File: src/rtl/flag_unit_pkg.sv
package flag_unit_pkg;

    localparam int BYTE_W = 8;
    localparam int WORD_W = 2 * BYTE_W;
    localparam int NIB_W  = BYTE_W / 2;
    localparam int MID_W  = WORD_W - NIB_W;
    localparam int FLAG_W = 8;
    localparam int SEL_W  = 3;

    localparam int FB_C  = 0;
    localparam int FB_N  = 1;
    localparam int FB_PV = 2;
    localparam int FB_X3 = 3;
    localparam int FB_H  = 4;
    localparam int FB_X5 = 5;
    localparam int FB_Z  = 6;
    localparam int FB_S  = 7;

    localparam logic [FLAG_W-1:0] MASK_ALL   = 8'hFF;
    localparam logic [FLAG_W-1:0] MASK_KEEPC = 8'hFE;
    localparam logic [FLAG_W-1:0] MASK_LITE  = 8'h3B;

    typedef enum logic [3:0] {
        OP_ADD   = 4'd0,
        OP_ADC   = 4'd1,
        OP_SUB   = 4'd2,
        OP_SBC   = 4'd3,
        OP_CMP   = 4'd4,
        OP_AND   = 4'd5,
        OP_XOR   = 4'd6,
        OP_OR    = 4'd7,
        OP_INC   = 4'd8,
        OP_DEC   = 4'd9,
        OP_ADDW  = 4'd10,
        OP_ADCW  = 4'd11,
        OP_SBCW  = 4'd12,
        OP_TEST  = 4'd13,
        OP_ROTA  = 4'd14,
        OP_SHIFT = 4'd15
    } alu_op_e;

    typedef struct packed {
        logic [FLAG_W-1:0] flags;
    } fu_state_t;

    function automatic logic [FLAG_W-1:0] pack_flags(
        input logic s, input logic z, input logic x5, input logic h,
        input logic x3, input logic pv, input logic n, input logic c);
        return {s, z, x5, h, x3, pv, n, c};
    endfunction

    function automatic logic even_par(input logic [BYTE_W-1:0] v);
        return ~^v;
    endfunction

endpackage

File: src/rtl/fg_add_sub8.sv
module fg_add_sub8
    import flag_unit_pkg::*;
(
    input  logic [BYTE_W-1:0] lhs,
    input  logic [BYTE_W-1:0] rhs,
    input  logic              cin,
    input  logic              sub,
    input  logic              x_from_rhs,
    output logic [BYTE_W-1:0] res,
    output logic [FLAG_W-1:0] flg
);
    localparam int MSB = BYTE_W - 1;

    logic [BYTE_W:0] full;
    logic [NIB_W:0]  nib;
    logic            ovf;
    logic            x3_bit;
    logic            x5_bit;

    always_comb begin
        if (sub) begin
            full = {1'b0, lhs} - {1'b0, rhs} - (BYTE_W+1)'(cin);
            nib  = {1'b0, lhs[NIB_W-1:0]} - {1'b0, rhs[NIB_W-1:0]} - (NIB_W+1)'(cin);
            ovf  = (lhs[MSB] != rhs[MSB]) && (full[MSB] != lhs[MSB]);
        end else begin
            full = {1'b0, lhs} + {1'b0, rhs} + (BYTE_W+1)'(cin);
            nib  = {1'b0, lhs[NIB_W-1:0]} + {1'b0, rhs[NIB_W-1:0]} + (NIB_W+1)'(cin);
            ovf  = (lhs[MSB] == rhs[MSB]) && (full[MSB] != lhs[MSB]);
        end
        res    = full[BYTE_W-1:0];
        x3_bit = x_from_rhs ? rhs[3] : res[3];
        x5_bit = x_from_rhs ? rhs[5] : res[5];
        flg    = pack_flags(res[MSB], res == '0, x5_bit, nib[NIB_W], x3_bit,
                            ovf, sub, full[BYTE_W]);
    end

endmodule

File: src/rtl/fg_add_sub16.sv
module fg_add_sub16
    import flag_unit_pkg::*;
(
    input  logic [WORD_W-1:0] lhs,
    input  logic [WORD_W-1:0] rhs,
    input  logic              cin,
    input  logic              sub,
    output logic [WORD_W-1:0] res,
    output logic [FLAG_W-1:0] flg
);
    localparam int MSB = WORD_W - 1;

    logic [WORD_W:0] full;
    logic [MID_W:0]  mid;
    logic            ovf;

    always_comb begin
        if (sub) begin
            full = {1'b0, lhs} - {1'b0, rhs} - (WORD_W+1)'(cin);
            mid  = {1'b0, lhs[MID_W-1:0]} - {1'b0, rhs[MID_W-1:0]} - (MID_W+1)'(cin);
            ovf  = (lhs[MSB] != rhs[MSB]) && (full[MSB] != lhs[MSB]);
        end else begin
            full = {1'b0, lhs} + {1'b0, rhs} + (WORD_W+1)'(cin);
            mid  = {1'b0, lhs[MID_W-1:0]} + {1'b0, rhs[MID_W-1:0]} + (MID_W+1)'(cin);
            ovf  = (lhs[MSB] == rhs[MSB]) && (full[MSB] != lhs[MSB]);
        end
        res = full[WORD_W-1:0];
        flg = pack_flags(res[MSB], res == '0, res[BYTE_W+5], mid[MID_W],
                         res[BYTE_W+3], ovf, sub, full[WORD_W]);
    end

endmodule

File: src/rtl/fg_logic_test.sv
module fg_logic_test
    import flag_unit_pkg::*;
(
    input  logic [BYTE_W-1:0] lhs,
    input  logic [BYTE_W-1:0] rhs,
    input  logic [1:0]        fn,
    input  logic [SEL_W-1:0]  idx,
    output logic [BYTE_W-1:0] lres,
    output logic [FLAG_W-1:0] lflg,
    output logic [FLAG_W-1:0] tflg
);
    localparam int MSB = BYTE_W - 1;

    logic is_and;
    logic tbit;

    always_comb begin
        is_and = 1'b0;
        unique case (fn)
            2'd0: begin lres = lhs & rhs; is_and = 1'b1; end
            2'd1: lres = lhs ^ rhs;
            default: lres = lhs | rhs;
        endcase
        lflg = pack_flags(lres[MSB], lres == '0, lres[5], is_and, lres[3],
                          even_par(lres), 1'b0, 1'b0);

        tbit = lhs[idx];
        tflg = pack_flags(tbit && (idx == 3'd7), !tbit, tbit && (idx == 3'd5), 1'b1,
                          tbit && (idx == 3'd3), !tbit, 1'b0, 1'b0);
    end

endmodule

File: src/rtl/fg_shift8.sv
module fg_shift8
    import flag_unit_pkg::*;
(
    input  logic [BYTE_W-1:0] val,
    input  logic              cin,
    input  logic [SEL_W-1:0]  kind,
    output logic [BYTE_W-1:0] res,
    output logic [FLAG_W-1:0] flg
);
    localparam int MSB = BYTE_W - 1;

    logic go_right;
    logic fill;
    logic out_bit;

    always_comb begin
        go_right = kind[0];
        unique case (kind[2:1])
            2'd0:    fill = go_right ? val[0] : val[MSB];
            2'd1:    fill = cin;
            2'd2:    fill = go_right ? val[MSB] : 1'b0;
            default: fill = !go_right;
        endcase
        if (go_right) begin
            res     = {fill, val[MSB:1]};
            out_bit = val[0];
        end else begin
            res     = {val[MSB-1:0], fill};
            out_bit = val[MSB];
        end
        flg = pack_flags(res[MSB], res == '0, res[5], 1'b0, res[3],
                         even_par(res), 1'b0, out_bit);
    end

endmodule

File: src/rtl/alu_flag_unit.sv
module alu_flag_unit
    import flag_unit_pkg::*;
(
    input  logic              clk,
    input  logic              rst_n,
    input  logic              flag_we,
    input  logic [3:0]        op,
    input  logic [BYTE_W-1:0] acc,
    input  logic [WORD_W-1:0] pair_lhs,
    input  logic [WORD_W-1:0] operand,
    input  logic              carry_in,
    input  logic [SEL_W-1:0]  sel,
    output logic [WORD_W-1:0] result,
    output logic [FLAG_W-1:0] flags
);
    localparam int N_ADDER = 2;
    localparam int ADD_MAIN = 0;
    localparam int ADD_STEP = 1;

    alu_op_e   opc;
    fu_state_t state_d, state_q;

    logic [BYTE_W-1:0] a8_rhs [N_ADDER];
    logic [BYTE_W-1:0] a8_res [N_ADDER];
    logic [FLAG_W-1:0] a8_flg [N_ADDER];
    logic              a8_cin [N_ADDER];
    logic              a8_sub [N_ADDER];
    logic              a8_xr  [N_ADDER];

    logic [WORD_W-1:0] w_res;
    logic [FLAG_W-1:0] w_flg;
    logic              w_cin;
    logic [1:0]        l_fn;
    logic [BYTE_W-1:0] l_res;
    logic [FLAG_W-1:0] l_flg;
    logic [FLAG_W-1:0] t_flg;
    logic [BYTE_W-1:0] s_res;
    logic [FLAG_W-1:0] s_flg;

    logic [WORD_W-1:0] res_w;
    logic [FLAG_W-1:0] calc_flg;
    logic [FLAG_W-1:0] wmask;

    assign opc = alu_op_e'(op);

    // main 8-bit adder/subtractor
    assign a8_rhs[ADD_MAIN] = operand[BYTE_W-1:0];
    assign a8_cin[ADD_MAIN] = carry_in && (opc == OP_ADC || opc == OP_SBC);
    assign a8_sub[ADD_MAIN] = (opc == OP_SUB) || (opc == OP_SBC) || (opc == OP_CMP);
    assign a8_xr[ADD_MAIN]  = (opc == OP_CMP);

    // step-by-one adder for increment/decrement
    assign a8_rhs[ADD_STEP] = BYTE_W'(1);
    assign a8_cin[ADD_STEP] = 1'b0;
    assign a8_sub[ADD_STEP] = (opc == OP_DEC);
    assign a8_xr[ADD_STEP]  = 1'b0;

    for (genvar g = 0; g < N_ADDER; g++) begin : g_add8
        fg_add_sub8 u_add8 (
            .lhs        (acc),
            .rhs        (a8_rhs[g]),
            .cin        (a8_cin[g]),
            .sub        (a8_sub[g]),
            .x_from_rhs (a8_xr[g]),
            .res        (a8_res[g]),
            .flg        (a8_flg[g])
        );
    end

    assign w_cin = carry_in && (opc == OP_ADCW || opc == OP_SBCW);

    fg_add_sub16 u_add16 (
        .lhs (pair_lhs),
        .rhs (operand),
        .cin (w_cin),
        .sub (opc == OP_SBCW),
        .res (w_res),
        .flg (w_flg)
    );

    assign l_fn = (opc == OP_AND) ? 2'd0 : (opc == OP_XOR) ? 2'd1 : 2'd2;

    fg_logic_test u_logic (
        .lhs  (acc),
        .rhs  (operand[BYTE_W-1:0]),
        .fn   (l_fn),
        .idx  (sel),
        .lres (l_res),
        .lflg (l_flg),
        .tflg (t_flg)
    );

    fg_shift8 u_shift (
        .val  (acc),
        .cin  (carry_in),
        .kind (sel),
        .res  (s_res),
        .flg  (s_flg)
    );

    always_comb begin
        res_w    = '0;
        calc_flg = '0;
        wmask    = MASK_ALL;
        unique case (opc)
            OP_ADD, OP_ADC, OP_SUB, OP_SBC: begin
                res_w    = WORD_W'(a8_res[ADD_MAIN]);
                calc_flg = a8_flg[ADD_MAIN];
            end
            OP_CMP: begin
                res_w    = WORD_W'(acc);
                calc_flg = a8_flg[ADD_MAIN];
            end
            OP_AND, OP_XOR, OP_OR: begin
                res_w    = WORD_W'(l_res);
                calc_flg = l_flg;
            end
            OP_INC, OP_DEC: begin
                res_w    = WORD_W'(a8_res[ADD_STEP]);
                calc_flg = a8_flg[ADD_STEP];
                wmask    = MASK_KEEPC;
            end
            OP_ADDW: begin
                res_w    = w_res;
                calc_flg = w_flg;
                wmask    = MASK_LITE;
            end
            OP_ADCW, OP_SBCW: begin
                res_w    = w_res;
                calc_flg = w_flg;
            end
            OP_TEST: begin
                res_w    = WORD_W'(acc);
                calc_flg = t_flg;
                wmask    = MASK_KEEPC;
            end
            OP_ROTA: begin
                res_w    = WORD_W'(s_res);
                calc_flg = s_flg;
                wmask    = MASK_LITE;
            end
            default: begin
                res_w    = WORD_W'(s_res);
                calc_flg = s_flg;
            end
        endcase

        state_d = state_q;
        if (flag_we) begin
            state_d.flags = (calc_flg & wmask) | (state_q.flags & ~wmask);
        end
    end

    always_ff @(posedge clk or negedge rst_n) begin
        if (!rst_n) begin
            state_q <= '0;
        end else begin
            state_q <= state_d;
        end
    end

    assign result = res_w;
    assign flags  = state_q.flags;

    AST_FLAGS_HOLD: assert property (@(posedge clk) disable iff (!rst_n)
        !flag_we |=> $stable(flags));

    AST_ADD_NOT_SUB: assert property (@(posedge clk) disable iff (!rst_n)
        flag_we && (opc == OP_ADD || opc == OP_ADC) |=> !flags[FB_N]);

    AST_SUB_MARKED: assert property (@(posedge clk) disable iff (!rst_n)
        flag_we && (opc inside {OP_SUB, OP_SBC, OP_CMP}) |=> flags[FB_N]);

    AST_CMP_KEEPS_ACC: assert property (@(posedge clk) disable iff (!rst_n)
        opc == OP_CMP |-> result[BYTE_W-1:0] == acc);

    AST_LOGIC_CLEARS: assert property (@(posedge clk) disable iff (!rst_n)
        flag_we && (opc inside {OP_AND, OP_XOR, OP_OR}) |=> flags[FB_N:FB_C] == 2'b00);

    AST_STEP_KEEPS_CARRY: assert property (@(posedge clk) disable iff (!rst_n)
        flag_we && (opc == OP_INC || opc == OP_DEC) |=> flags[FB_C] == $past(flags[FB_C]));

    AST_WADD_KEEPS: assert property (@(posedge clk) disable iff (!rst_n)
        flag_we && opc == OP_ADDW |=> flags[FB_S:FB_Z] == $past(flags[FB_S:FB_Z])
                                   && flags[FB_PV] == $past(flags[FB_PV]));

    AST_TEST_HALF: assert property (@(posedge clk) disable iff (!rst_n)
        flag_we && opc == OP_TEST |=> flags[FB_H] && !flags[FB_N]
                                   && flags[FB_C] == $past(flags[FB_C]));

    AST_TEST_ZERO_PV: assert property (@(posedge clk) disable iff (!rst_n)
        flag_we && opc == OP_TEST |=> flags[FB_Z] == flags[FB_PV]);

    AST_ROTA_KEEPS: assert property (@(posedge clk) disable iff (!rst_n)
        flag_we && opc == OP_ROTA |=> flags[FB_S:FB_Z] == $past(flags[FB_S:FB_Z])
                                   && !flags[FB_H] && !flags[FB_N]);

    AST_SHIFT_CLEARS: assert property (@(posedge clk) disable iff (!rst_n)
        flag_we && opc == OP_SHIFT |=> !flags[FB_H] && !flags[FB_N]);

endmodule

File: config.mk
export PLATFORM = sky130hd
export DESIGN_NAME = alu_flag_unit
export DESIGN_NICKNAME = d
export VERILOG_FILES = /design/src/rtl/flag_unit_pkg.sv /design/src/rtl/fg_add_sub8.sv /design/src/rtl/fg_add_sub16.sv /design/src/rtl/fg_logic_test.sv /design/src/rtl/fg_shift8.sv /design/src/rtl/alu_flag_unit.sv
export SDC_FILE = /design/constraint.sdc
export NUM_CORES = 1
export LEC_CHECK = 0
export ABC_CLOCK_PERIOD_IN_PS = 9400
export BUFFER_PORTS_ARGS = -buffer_cell sky130_fd_sc_hd__buf_2
export CORE_ASPECT_RATIO = 1.5
export CORE_MARGIN = 3
export CORE_UTILIZATION = 39
export CTS_CLUSTER_SIZE = 10
export DETAILED_ROUTE_END_ITERATION = 6
export PLACE_DENSITY = 0.66
export SYNTH_ARGS = -nofsm -noshare
export SYNTH_HDL_FRONTEND = slang
export SYNTH_SLANG_ARGS = --single-unit
File: constraint.sdc
create_clock -name clk -period 9.4 [get_ports clk]
set_input_delay 0.94 -clock clk [delete_from_list [all_inputs] [get_ports clk]]
set_output_delay 0.94 -clock clk [all_outputs]
set_load 0.03 [all_outputs]
==> flow_summary.ini <==
[run_status]
status = completed

[worst_setup_path]
crit_required_ns = 8.46
crit_chain = buf_2, inv_2, nor2_1, a21o_1, nand3_1, inv_1, fa_1, inv_1, fa_1, o21bai_1, a211oi_1, a311oi_1, o41ai_2, o31ai_1, xnor2_1, o21ai_1, and2_1, buf_2
crit_family = compound AO/OA/AOI/OAI gates
r2r_slack_ns = 7.82
slowest_stage = a311oi_1
cp-start-kind = input pin
ff2ff_path_depth = 5
path_buf_inv = 5
worst_ep_arrival_time_ns = 4.80
crit_path_end_kind = output pin
cp_slowest_stage_delay_ns = 0.53
critPathKind = input pin to output pin
cp_max_fo = 14

[timing]
min_period_ns = 5.74
clock_skew_ns = 0
fin_ws_ns = 3.66
hold_violations = 0
finalSetupViolations = 0
relSlewSlack = 0.281
worst_pin_slew_ns = 1.07
slew_viol_final = 0
rsz0062_at_grt = no
setup_tns_ns = 0
finalCritPeriodShare = 0.611
max_freq_mhz = 174

[worst_hold_path]
min_path_type = flip-flop to flip-flop
hold_depth = 1
hold-path-endpoint = flags[1]
min-delay-start = flags[1]

[cells_and_area]
final_nets = 870
syn_to_final_growth_pct = 11.1
num_antenna_cells = 0
drive_gt1_frac = 0.142
n_fill_cell = 1273

[floorplanning]
row_count = 49
start_util = 0.404
ios = 75
dieArea_um2 = 14000
die_width_um = 97.5
core_um2 = 12100
dieHeight_um = 143

[synthesis]
synth_cells = 666
yosys.area.top_type = ha_1
synth-main-ff-cell = dfrtp_1
synth_edf_count = 0
seq_area_frac_synth = 0.0408
netlist.area_leader.share = 0.230
synthArstFlopShare = 1.00
postSynthAreaPerCell_um2 = 7.36
ys_warn_count = 0
syn_nets = 815
synthTopCellsByArea = ha_1 (23%), xnor2_1 (6.4%), inv_1 (6.2%), a21oi_1 (6.1%), nor2_1 (4.6%)
ys_types = 71
synth_most_common_cell = ha_1
syn_area_um2 = 4900
synth_commonest_cells = ha_1 (90), inv_1 (81), a21oi_1 (60), nor2_1 (60), xnor2_1 (36)
ys_ff_latch = 8

[cts]
cts.sinks = 8
path_clk_slew_ns = 0.03
cts_max_path_buffers = 2
cts_setup_buffers = 0
htreeDepth = 1
cts_made_buffers = 3
clk_latency_ns = 0.23
cts_hold_buf = 0
cts_resized = 0
root_buffer = clkbuf_16
cts_tree = done

[power]
p_int_uw = 251
p_leak_nw = 2.63
vdd_ir_drop_max_uv = 72.6
pwr_density_cell_nw_per_um2 = 97.2
pwr-share-clk = 0.133
p_comb_frac = 0.784
p_sw_frac = 0.526
switchingPower_uw = 278
pwr-share-seq = 0.082

[placement]
dp_hpwl_um = 14500
numPortBuffers = 74
place.gp.congestion = 0.998
pre_cts_slack_ns = 3.68

[grt]
grt_max_degree = 25
grt_overflow = 0
grt_pass1_vias = 5261
grt_pass1_wl_um = 27600
antenna_found_initial = 0
track_usage = 0.244

[routing]
drtIter0Drc = 343
routed_via_density = 6.00
wire_per_inst_um = 20.1
ant_nets = 0
vias = 5232
route.detailed.drc = 0
first_pass_iters = 6
wirelength_um = 17500

[flow_run]
cap_violations = 0
[worst reg2reg max path, cell delays in order (launching register included)]
cell and delay [ns]:
dfrtp_1 0.35, o21ai_0 0.19, nor4_1 0.29, nand4_1 0.13, nand4b_1 0.28, o41ai_2 0.23
[cells by family (layout without fill, tap and decap cells)]
group                      after synthesis  after routing  share of synthesized area
AOI/OAI and AO/OA                      207            207                      0.293
and+or+nand+nor                        169            169                      0.176
buffers and inverters                  110            163                     0.0865
adders and majority gates               98             98                      0.262
xor gates and xnor gates                54             54                     0.0965
muxes                                   20             20                     0.0442
DFF                                      8              8                     0.0408
[worst max-delay path by stage]
| stage | startpoint | slack (ns) | end | cells after the start |
|---|---|---|---|---|
| 4_1_cts | op[0] | 3.67 | result[14] | 18 |
| 2_1_floorplan | op[2] | 4.08 | result[15] | 15 |
| 3_5_place_dp | op[0] | 3.68 | result[14] | 18 |
| 5_1_grt | op[0] | 3.35 | result[14] | 18 |
| 6_report | op[0] | 3.66 | result[14] | 18 |
| 3_3_place_gp | op[0] | 3.79 | result[14] | 18 |
[routing by layer]
layer	wire, µm	up-vias	share of wire	track usage
li1	-	2513	-	-
met1	6550	2459	0.37	0.266
met2	9130	201	0.52	0.462
met3	776	59	0.044	0.0194
met4	1070	0	0.061	0.136
met5	0	-	0	0
[cells in the final DEF, fill, tap and decap left out, drive strengths merged, types with 4 or more instances in the layout]
master	n
ha	90
inv	84
buf	76
nor2	60
a21oi	60
xnor2	36
o21ai	34
nand2	28
xor2	18
mux2i	16
nand3	13
a21o	13
a221oi	13
o211ai	10
nand2b	10
nand4	10
nor3	9
o21bai	9
fa	8
dfrtp	8
nor4	8
or3	7
o31ai	7
a211oi	6
a311oi	6
o41ai	6
nor2b	5
a31oi	5
o21a	5
a211o	4
o22ai	4
[per-stage QoR]
step | cells | hold WS (ns) | total power [mW] | instance area [µm²] | util
floorplan | 666 | 0.644 | 0.338 | 4900 | -
global placement | 869 | 0.489 | 0.448 | 5370 | 0.442
detailed placement | 869 | 0.493 | 0.453 | 5370 | 0.442
CTS | 872 | 0.501 | 0.526 | 5440 | 0.448
global route | 872 | 0.522 | 0.571 | 5440 | 0.448
finish | 872 | 0.499 | 0.529 | 5440 | 0.448
[power by group through the flow]
stage	Combinational (mW)	Clock (mW)	Sequential [mW]
after global routing	0.453	0.0734	0.0443
after floorplan	0.283	0	0.0549
after global placement	0.404	0	0.0436
after CTS	0.412	0.0709	0.0436
after detailed placement	0.409	0	0.0440
final	0.415	0.0705	0.0436
[layout make-up]
| class | instances | area [µm²] | share of cell area |
|---|---|---|---|
| sequential | 8 | 200 | 0.0368 |
| tap | 153 | 191 | 0.0352 |
| timing repair buffer | 76 | 385 | 0.0708 |
| inverter | 84 | 315 | 0.0579 |
| multi-input combinational | 548 | 4280 | 0.786 |
| clock buffer | 3 | 75.1 | 0.0138 |
Power figures use the tool's default switching activity.
